<file path="src/rtl/supmon_pkg.sv">
package supmon_pkg;
  localparam int DATA_W = 32;
  localparam int ADDR_W = 4;

  localparam logic [ADDR_W-1:0] OFS_EN   = 4'd0;
  localparam logic [ADDR_W-1:0] OFS_STAT = 4'd1;

  // enable bit positions
  localparam int EN_LOW  = 0;
  localparam int EN_UV   = 1;
  localparam int EN_OV   = 2;
  localparam int EN_SEL  = 8;
  localparam int EN_BAND = 10;
  localparam logic [DATA_W-1:0] EN_MASK =
    (32'd1 << EN_LOW) | (32'd1 << EN_UV) | (32'd1 << EN_OV) |
    (32'd1 << EN_SEL) | (32'd1 << EN_BAND);

  // sticky source indices
  localparam int SRC_LOW = 0;
  localparam int SRC_UV  = 1;
  localparam int SRC_OV  = 2;
  localparam int SRC_HI  = 3;
  localparam int SRC_MID = 4;
  localparam int NUM_SRC = 5;

  // live status positions
  localparam int LIVE_HI_POS  = 13;
  localparam int LIVE_MID_POS = 14;

  function automatic int src_pos(input int s);
    case (s)
      SRC_LOW: return 0;
      SRC_UV:  return 1;
      SRC_OV:  return 2;
      SRC_HI:  return 8;
      default: return 9;
    endcase
  endfunction

  function automatic logic src_rst(input int s);
    return (s == SRC_HI);
  endfunction
endpackage

</file>
<file path="src/rtl/supmon_flag.sv">
module supmon_flag #(
  parameter logic RST_VAL = 1'b0
) (
  input  logic clk_i,
  input  logic rst_ni,
  input  logic set_i,
  input  logic clr_i,
  output logic flag_o
);
  always_ff @(posedge clk_i or negedge rst_ni) begin
    if (!rst_ni)     flag_o <= RST_VAL;
    else if (set_i)  flag_o <= 1'b1;  // set wins over clear
    else if (clr_i)  flag_o <= 1'b0;
  end
endmodule

</file>
<file path="src/rtl/supmon_en_reg.sv">
module supmon_en_reg
  import supmon_pkg::*;
#(
  parameter logic [DATA_W-1:0] MASK = EN_MASK
) (
  input  logic              clk_i,
  input  logic              rst_ni,
  input  logic              wr_i,
  input  logic [DATA_W-1:0] wdata_i,
  output logic [DATA_W-1:0] en_o
);
  always_ff @(posedge clk_i or negedge rst_ni) begin
    if (!rst_ni)   en_o <= '0;
    else if (wr_i) en_o <= wdata_i & MASK;
  end
endmodule

</file>
<file path="src/rtl/supmon_irq_route.sv">
module supmon_irq_route
  import supmon_pkg::*;
(
  input  logic              clk_i,
  input  logic              rst_ni,
  input  logic [DATA_W-1:0] en_i,
  input  logic [NUM_SRC-1:0] flags_i,
  output logic              irq_o,
  output logic              nmi_o
);
  logic band_flag, irq_d, nmi_d;

  always_comb begin
    band_flag = en_i[EN_SEL] ? flags_i[SRC_MID] : flags_i[SRC_HI];
    irq_d     = (en_i[EN_BAND] & band_flag) | (en_i[EN_OV] & flags_i[SRC_OV]);
    nmi_d     = (en_i[EN_UV] & flags_i[SRC_UV]) | (en_i[EN_LOW] & flags_i[SRC_LOW]);
  end

  always_ff @(posedge clk_i or negedge rst_ni) begin
    if (!rst_ni) begin
      irq_o <= 1'b0;
      nmi_o <= 1'b0;
    end else begin
      irq_o <= irq_d;
      nmi_o <= nmi_d;
    end
  end
endmodule

</file>
<file path="src/rtl/supmon_irq_ctrl.sv">
module supmon_irq_ctrl
  import supmon_pkg::*;
(
  input  logic              clk_i,
  input  logic              rst_ni,
  input  logic              req_i,
  input  logic              we_i,
  input  logic [ADDR_W-1:0] addr_i,
  input  logic [DATA_W-1:0] wdata_i,
  output logic [DATA_W-1:0] rdata_o,
  input  logic              bat_hi_i,
  input  logic              bat_mid_i,
  input  logic              bat_low_i,
  input  logic              vreg_ov_i,
  input  logic              vreg_uv_i,
  output logic              irq_o,
  output logic              nmi_o
);
  logic wr_en, wr_stat, rd_req;
  logic [DATA_W-1:0]  en_q, stat_img, rd_val;
  logic [NUM_SRC-1:0] cond, flags_q;
  logic [1:0]         live_q;  // [0] upper band, [1] middle band

  assign wr_en   = req_i & we_i & (addr_i == OFS_EN);
  assign wr_stat = req_i & we_i & (addr_i == OFS_STAT);
  assign rd_req  = req_i & ~we_i;

  always_comb begin
    cond          = '0;
    cond[SRC_LOW] = bat_low_i;
    cond[SRC_UV]  = vreg_uv_i;
    cond[SRC_OV]  = vreg_ov_i;
    cond[SRC_HI]  = bat_hi_i;
    cond[SRC_MID] = bat_mid_i;
  end

  supmon_en_reg u_en (
    .clk_i  (clk_i),
    .rst_ni (rst_ni),
    .wr_i   (wr_en),
    .wdata_i(wdata_i),
    .en_o   (en_q)
  );

  for (genvar g = 0; g < NUM_SRC; g++) begin : g_flag
    localparam int POS = src_pos(g);
    supmon_flag #(.RST_VAL(src_rst(g))) u_flag (
      .clk_i (clk_i),
      .rst_ni(rst_ni),
      .set_i (cond[g]),
      .clr_i (wr_stat & wdata_i[POS]),
      .flag_o(flags_q[g])
    );
  end

  always_ff @(posedge clk_i or negedge rst_ni) begin
    if (!rst_ni) live_q <= 2'b01;
    else         live_q <= {bat_mid_i, bat_hi_i};
  end

  always_comb begin
    stat_img = '0;
    for (int s = 0; s < NUM_SRC; s++) stat_img[src_pos(s)] = flags_q[s];
    stat_img[LIVE_HI_POS]  = live_q[0];
    stat_img[LIVE_MID_POS] = live_q[1];
  end

  always_comb begin
    case (addr_i)
      OFS_EN:   rd_val = en_q;
      OFS_STAT: rd_val = stat_img;
      default:  rd_val = '0;
    endcase
  end

  always_ff @(posedge clk_i or negedge rst_ni) begin
    if (!rst_ni) rdata_o <= '0;
    else         rdata_o <= rd_req ? rd_val : '0;
  end

  supmon_irq_route u_route (
    .clk_i  (clk_i),
    .rst_ni (rst_ni),
    .en_i   (en_q),
    .flags_i(flags_q),
    .irq_o  (irq_o),
    .nmi_o  (nmi_o)
  );
endmodule

</file>
<file path="config.mk">
export PLATFORM = sky130hd
export DESIGN_NAME = supmon_irq_ctrl
export DESIGN_NICKNAME = d
export VERILOG_FILES = /design/src/rtl/supmon_pkg.sv /design/src/rtl/supmon_flag.sv /design/src/rtl/supmon_en_reg.sv /design/src/rtl/supmon_irq_route.sv /design/src/rtl/supmon_irq_ctrl.sv
export SDC_FILE = /design/constraint.sdc
export NUM_CORES = 1
export LEC_CHECK = 0
export CORE_MARGIN = 3
export CORE_UTILIZATION = 46
export DETAILED_ROUTE_END_ITERATION = 10
export GPL_ROUTABILITY_DRIVEN = 0
export PLACE_DENSITY_LB_ADDON = 0.2
export SYNTH_ARGS = -nofsm -noshare
export SYNTH_HDL_FRONTEND = slang
export SYNTH_HIERARCHICAL = 1
export SYNTH_SLANG_ARGS = --single-unit
</file>
<file path="constraint.sdc">
create_clock -name clk_i -period 1.1 [get_ports clk_i]
set_input_delay 0.22 -clock clk_i [delete_from_list [all_inputs] [get_ports clk_i]]
set_output_delay 0.22 -clock clk_i [all_outputs]
set_load 0.005 [all_outputs]
</file>
==> impl_metrics.env, run 1 <==
export IMPL_stdcell_count=302
export IMPL_worst_slack_ns=0.0384
export IMPL_io_buffers=52
export IMPL_path_delay_family="flip-flops"
export IMPL_drt_iter0_markers=49
export IMPL_finalClockSkew_ns=0.00270
export IMPL_final_setup_tns_ns=0
export IMPL_drv_slew=0
export IMPL_crit_path_start="u_en/en_o[8]"
export IMPL_grt_usage_pct=16.8
export IMPL_required_ns=1.29
export IMPL_synth_cell_area_mm2=0.00219
export IMPL_cts_max_path_buffers=2
export IMPL_synth_top_area_share_pct=50.3
export IMPL_drc=0
export IMPL_post_route_period_util_pct=96.5
export IMPL_clkSinkCount=46
export IMPL_syn_inst=182
export IMPL_vias=1368
export IMPL_r2r_end="u_route/irq_o"
export IMPL_start_util_pct=48.9
export IMPL_wirelength_um=4200
export IMPL_maxCapViolations=0
export IMPL_via_per_inst=4.53
export IMPL_dieArea_mm2=0.00562
export IMPL_start_kind="flip-flop"
export IMPL_yosys_area_share_simple_pct=20.0
export IMPL_coreArea_mm2=0.00447
export IMPL_reg2reg_depth=2
export IMPL_critical_path_class="reg2reg"
export IMPL_wire_per_inst_um=13.9
export IMPL_synth_compound_area_share_pct=2.52
export IMPL_post_place_cells=293
export IMPL_final_hold_viol_count=0
export IMPL_max_vdd_ir_drop_uv=504
export IMPL_place_area_mm2=0.00283
export IMPL_grt_pass1_vias=1399
export IMPL_clock_latency_ns=0.30
export IMPL_synth_area_leader_cell="dfrtp_1"
export IMPL_seq_area_mm2=0.00115
export IMPL_fillers=397
export IMPL_antennaDiodeCount=0
export IMPL_endpoint="u_route/irq_o"
export IMPL_min_period_ns=1.06
export IMPL_ys_warn_count=6
export IMPL_slowest_delay_ns=0.41
export IMPL_r2r_start="u_en/en_o[8]"
export IMPL_synth_avg_cell_area_um2=12.0
export IMPL_synth_fa_ha_area_share_pct=0
export IMPL_antenna_found_initial=0
export IMPL_clkTransAtPathRegs_ns=0.08
export IMPL_dp_final_hpwl_um=3050
export IMPL_ff2ff_setup_slack_ns=0.04
export IMPL_slowest_stage="dfrtp_1"
export IMPL_rows=24
export IMPL_cts_tree="yes"
export IMPL_crit_path_cell_trace="mux2_1, a22o_1"
export IMPL_yosysUniqueCellTypes=21
export IMPL_pre_cts_ws_ns=-0.573
export IMPL_crit_buf_inv=0
export IMPL_firstDrtPassIters=4
export IMPL_crit_arrival_ns=1.25
export IMPL_end_kind="flip-flop"
export IMPL_h_tree_depth=2
export IMPL_ant_nets=0
export IMPL_numCtsBuffers=5
export IMPL_fp_dieW_um=75.0
export IMPL_p_leak_nw=1.26
export IMPL_status="complete, no violations"
export IMPL_power_density_mw_per_mm2=1240
export IMPL_layout_drive_gt1_share_pct=43.2
export IMPL_grt_max_degree=21
export IMPL_die_h_um=75.0
export IMPL_synth_xor_xnor_area_share_pct=0
export IMPL_rsz0062_at_grt="no"
export IMPL_gr_total_overflow=0
export IMPL_setup_viol=0
export IMPL_synthMuxAreaShare_pct=6.29
export IMPL_critPathMaxFanout=3
export IMPL_ys_seq_elements=46
export IMPL_final_nets=294
export IMPL_root_buffer="clkbuf_8"
export IMPL_fin_area_mm2=0.00279
export IMPL_min_path_type="in2reg"
export IMPL_ys_seq_area_share_pct=52.7
export IMPL_multi_input_area_um2=820
export IMPL_synthToLayoutAreaGrowth_pct=27.4
export IMPL_top_level_ports=79
export IMPL_grt_first_pass_wirelength_um=6960
export IMPL_synth_top_family_by_area="simple AND/OR/NAND/NOR gates"
export IMPL_max_freq_mhz=942
export IMPL_cp_depth=2
export IMPL_ys_top_cells_by_area="dfrtp_1, nor4_2, buf_4"
## metal layers
| metal | up-vias | global-route usage (%) | routed length (µm) |
|---|---|---|---|
| met2 | 26 | 26.7 | 2100 |
| met4 | 0 | 6.52 | 78 |
| met5 | - | 0 | 0 |
| li1 | 673 | - | - |
| met3 | 6 | 4.27 | 164 |
| met1 | 663 | 22.0 | 1850 |
## registers in the layout, indices dropped and copies added, names as in the netlist
| register | count |
|---|---|
| rdata_o | 32 |
| g_flag.u_flag/flag_o | 5 |
| u_en/en_o | 5 |
| live_q | 2 |
| u_route/irq_o | 1 |
| u_route/nmi_o | 1 |
## layout by cell type (no fill, tap or decap), types with 4 or more instances in the layout
cell type,n
inv_1,30
nand2_1,5
conb_1,27
buf_4,15
buf_2,21
nor3_2,8
nor4_2,20
clkbuf_8,8
a21o_1,5
clkdlybuf4s50_1,11
nor3_1,4
clkbuf_2,17
mux2_4,5
mux2i_1,7
dfrtp_1,44
## through the flow
| step | power (mW) | utilization (%) | hold WS [ns] |
|---|---|---|---|
| 2_1_floorplan | 2.17 | - | -0.0756 |
| 3_3_place_gp | 2.32 | 63.2 | 0.147 |
| 3_5_place_dp | 2.33 | 63.2 | 0.146 |
| 4_1_cts | 3.51 | 64.2 | 0.321 |
| 5_1_grt | 3.63 | 62.3 | 0.333 |
| 6_report | 3.46 | 62.3 | 0.330 |
## power breakdown
part	internal, mW	leakage [nW]	switching (mW)
sequential	1.76	0.602	0.0404
clock	0.635	0.0575	0.561
combinational	0.227	0.602	0.237
total	2.62	1.26	0.838
## layout make-up
type / count / share of cell area [%]
timing repair buffer: 73 / 18.9
sequential: 46 / 41.4
inverter: 30 / 4.04
clock buffer: 8 / 3.95
tap: 52 / 2.33
multi-input combinational: 93 / 29.4
## worst register-to-register path, stage by stage, from the launching register on
cell and delay [ns]:
dfrtp_1 0.41, mux2_1 0.33, a22o_1 0.21
## synthesized netlist by cell type
cell type	n
mux2_1	1
nand4bb_1	1
a21o_1	5
nor4_4	3
clkbuf_1	2
nor3_1	13
inv_1	30
conb_1	1
dfrtp_1	44
mux2i_1	7
nor4_2	20
or3b_1	1
or2_2	1
nor4_1	2
a22o_1	2
buf_2	5
nand2_1	5
mux2_2	5
buf_4	28
buf_6	4
dfstp_2	2
## worst min-delay path by stage
stage                         endpoint  slack (ns)  cells past startpoint       from
2_1_floorplan  g_flag[0].u_flag/flag_o       -0.08                      0     rst_ni
5_1_grt                     rdata_o[9]        0.33                      3  addr_i[3]
3_5_place_dp               rdata_o[29]        0.15                      1     rst_ni
4_1_cts                     rdata_o[9]        0.32                      3  addr_i[3]
3_3_place_gp               rdata_o[29]        0.15                      1     rst_ni
6_report                    rdata_o[8]        0.33                      3  addr_i[3]
## cell families after synthesis
logic type      count (synthesis)
buf+inv                        69
flops                          46
simple gates                   46
mux                            13
compound gates                  7
other cells                     1
## what timing repair did
| action | CTS | global route |
|---|---|---|
| hold buffers | 1 | 0 |
| buffers inserted | 0 | 0 |
| endpoints found under the hold margin | 11 | 0 |
| endpoints found under the setup margin | 52 | 22 |
| gates resized for setup | 120 | 17 |
| pin swaps | 2 | 1 |
| cloned | 0 | 0 |
Note: power is estimated with default switching activity, not from simulation.
==> inputs of run 2 (changes only) <==
CTS_CLUSTER_DIAMETER = 100   (was not set)
==> results of run 2 <==
The final DEF is identical to that of run 1; final timing and power are the same.
==> inputs of run 3 (changes only) <==
ABC_CLOCK_PERIOD_IN_PS = 1100   (was not set)
GPL_TIMING_DRIVEN = 0   (was not set)
PLACE_DENSITY = 0.92   (was not set)
PLACE_DENSITY_LB_ADDON = not set   (was 0.2)
==> run 3 against run 2 <==
Effect of this change: global-route usage is 0.12 points lower; hold slack worse by 0.050 ns; via count is 7.3% higher; total power is 3.9% lower; register-to-register slack hardly changed; sequential share of layout area is 2.9 points lower; largest cell class unchanged.
==> impl_metrics.env, run 3 (same netlist as run 1, synthesis figures left out) <==
export IMPL_cp_depth=2
export IMPL_p_leak_nw=1.38
export IMPL_clkSinkCount=46
export IMPL_root_buffer="clkbuf_8"
export IMPL_rsz0062_at_grt="no"
export IMPL_power_switching_uw=831
export IMPL_coreArea_mm2=0.00447
export IMPL_reg_top3="rdata_o (32), g_flag.u_flag/flag_o (5), u_en/en_o (5)"
export IMPL_path_delay_family="flip-flops"
export IMPL_min_period_ns=1.06
export IMPL_final_hold_viol_count=0
export IMPL_via_per_inst=4.52
export IMPL_numCtsBuffers=5
export IMPL_status="complete, no violations"
export IMPL_grt_usage_pct=16.7
export IMPL_setup_viol=0
export IMPL_reg2reg_depth=2
export IMPL_start_util_pct=48.9
export IMPL_intPower_mw=2.49
export IMPL_post_route_period_util_pct=96.5
export IMPL_grt_first_pass_wirelength_um=6810
export IMPL_gr_total_overflow=0
export IMPL_h_tree_depth=2
export IMPL_slowest_delay_ns=0.41
export IMPL_fillers=360
export IMPL_firstDrtPassIters=4
export IMPL_layout_common_cells="dfrtp_1, buf_4, inv_1"
export IMPL_top_level_ports=79
export IMPL_final_nets=317
export IMPL_antenna_found_initial=0
export IMPL_grt_pass1_vias=1437
export IMPL_start_kind="flip-flop"
export IMPL_hold_depth=3
export IMPL_largest_reg_flops=32
export IMPL_dieArea_mm2=0.00562
export IMPL_fin_area_mm2=0.00300
export IMPL_wirelength_um=4440
export IMPL_vias=1468
export IMPL_multi_input_area_um2=823
export IMPL_wire_per_inst_um=13.7
export IMPL_worst_pin_slew_ns=0.757
export IMPL_crit_buf_inv=0
export IMPL_slew_headroom_pct=49.6
export IMPL_layout_drive_gt1_share_pct=45.4
export IMPL_end_kind="flip-flop"
export IMPL_drt_iter0_markers=51
export IMPL_die_h_um=75.0
export IMPL_rows=24
export IMPL_crit_arrival_ns=1.25
export IMPL_p_clk_share_pct=29.1
export IMPL_max_vdd_ir_drop_uv=803
export IMPL_maxCapViolations=0
export IMPL_grt_max_degree=32
export IMPL_final_common_cell="dfrtp_1"
export IMPL_slowest_stage="dfrtp_1"
export IMPL_min_path_type="in2reg"
export IMPL_power_frac_seq_pct=54.2
export IMPL_io_buffers=51
export IMPL_ant_nets=0
export IMPL_clock_latency_ns=0.29
export IMPL_power_density_mw_per_mm2=1110
export IMPL_combPwrFrac_pct=16.7
export IMPL_max_freq_mhz=942
export IMPL_required_ns=1.29
export IMPL_crit_path_cell_trace="mux2_1, a22o_1"
export IMPL_top_register="rdata_o"
export IMPL_fp_dieW_um=75.0
export IMPL_place_area_mm2=0.00299
export IMPL_cts_max_path_buffers=2
export IMPL_cts_tree="yes"
export IMPL_dp_final_hpwl_um=3160
export IMPL_synthToLayoutAreaGrowth_pct=37.1
export IMPL_antennaDiodeCount=0
export IMPL_clkTransAtPathRegs_ns=0.09
export IMPL_drv_slew=0
export IMPL_p_sw_share_pct=25.0
export IMPL_fin_util_pct=67.0
export IMPL_critical_path_class="reg2reg"
export IMPL_drc=0
export IMPL_critPathMaxFanout=3
export IMPL_seq_area_mm2=0.00115
export IMPL_finalClockSkew_ns=0.0139
## run 3: cell count changes in the layout (fill, tap and decap cells not counted), moves of 2 or more
cell	before	now
buf_2	21	14
buf_8	0	2
clkbuf_1	0	2
clkinv_2	0	2
clkbuf_8	8	5
buf_4	15	31
clkdlybuf4s15_1	2	7
clkbuf_2	17	19
buf_6	3	5
clkdlybuf4s15_2	0	2
## run 3: timing repair
| item | 4_1_cts | 5_1_grt |
|---|---|---|
| endpoints found under the setup margin | 52 | 23 |
| resized for setup | 109 | 19 |
| pin swaps | 3 | 1 |
| hold buffers | 1 | 0 |
| setup buffers | 4 | 1 |
| hold endpoints to repair | 15 | 0 |
## run 3: worst paths after layout
path | startpoint | slack (ns) | end
worst max-delay path | u_en/en_o[8] | 0.04 | u_route/irq_o
worst min-delay path | addr_i[0] | 0.28 | rdata_o[0]
worst max register to register | u_en/en_o[8] | 0.04 | u_route/irq_o
worst min register to register | g_flag[1].u_flag/flag_o | 0.53 | g_flag[1].u_flag/flag_o
max in group asynchronous | rst_ni | 0.16 | live_q[0]
min in group asynchronous | rst_ni | 0.38 | rdata_o[26]
## run 3: cell type report
class / instances / area share, %
multi-input combinational: 93 / 27.5
sequential: 46 / 38.5
timing repair buffer: 58 / 14.4
inverter: 30 / 3.76
clock buffer: 6 / 2.42
buffer: 38 / 10.9
tap: 52 / 2.17
clock inverter: 2 / 0.334
## run 3: power by group through the flow
| stage | logic [mW] | clock network (mW) | registers [mW] |
|---|---|---|---|
| finish | 0.557 | 0.967 | 1.80 |
| global route | 0.603 | 1.06 | 1.81 |
| CTS | 0.550 | 1.01 | 1.80 |
| detailed placement | 0.549 | 0 | 1.83 |
| global placement | 0.534 | 0 | 1.83 |
| floorplan | 0.338 | 0 | 1.83 |
## run 3: per-layer routing
| metal | up-vias | GRT usage [%] | share of wire (%) |
|---|---|---|---|
| li1 | 722 | - | - |
| met1 | 708 | 20.4 | 41 |
| met2 | 34 | 28.5 | 52 |
| met3 | 4 | 3.74 | 5.2 |
| met4 | 0 | 6.32 | 0.95 |
| met5 | - | 0 | 0 |
## run 3: stage by stage
stage	TNS (ns)	worst slack (ns)	hold WS (ns)	instances	total power, mW
floorplan	-0.799	-0.148	-0.0756	208	2.17
global placement	-72.18	-1.36	0.497	311	2.36
detailed placement	-11.16	-0.772	0.165	312	2.38
CTS	0	0.0000189	0.266	324	3.36
global route	0	0.000235	0.298	325	3.47
finish	0	0.0385	0.280	325	3.32
## run 3: worst register-to-register path, stage by stage (launching register included)
cell and delay, ns:
dfrtp_1 0.41, mux2_1 0.33, a22o_1 0.21
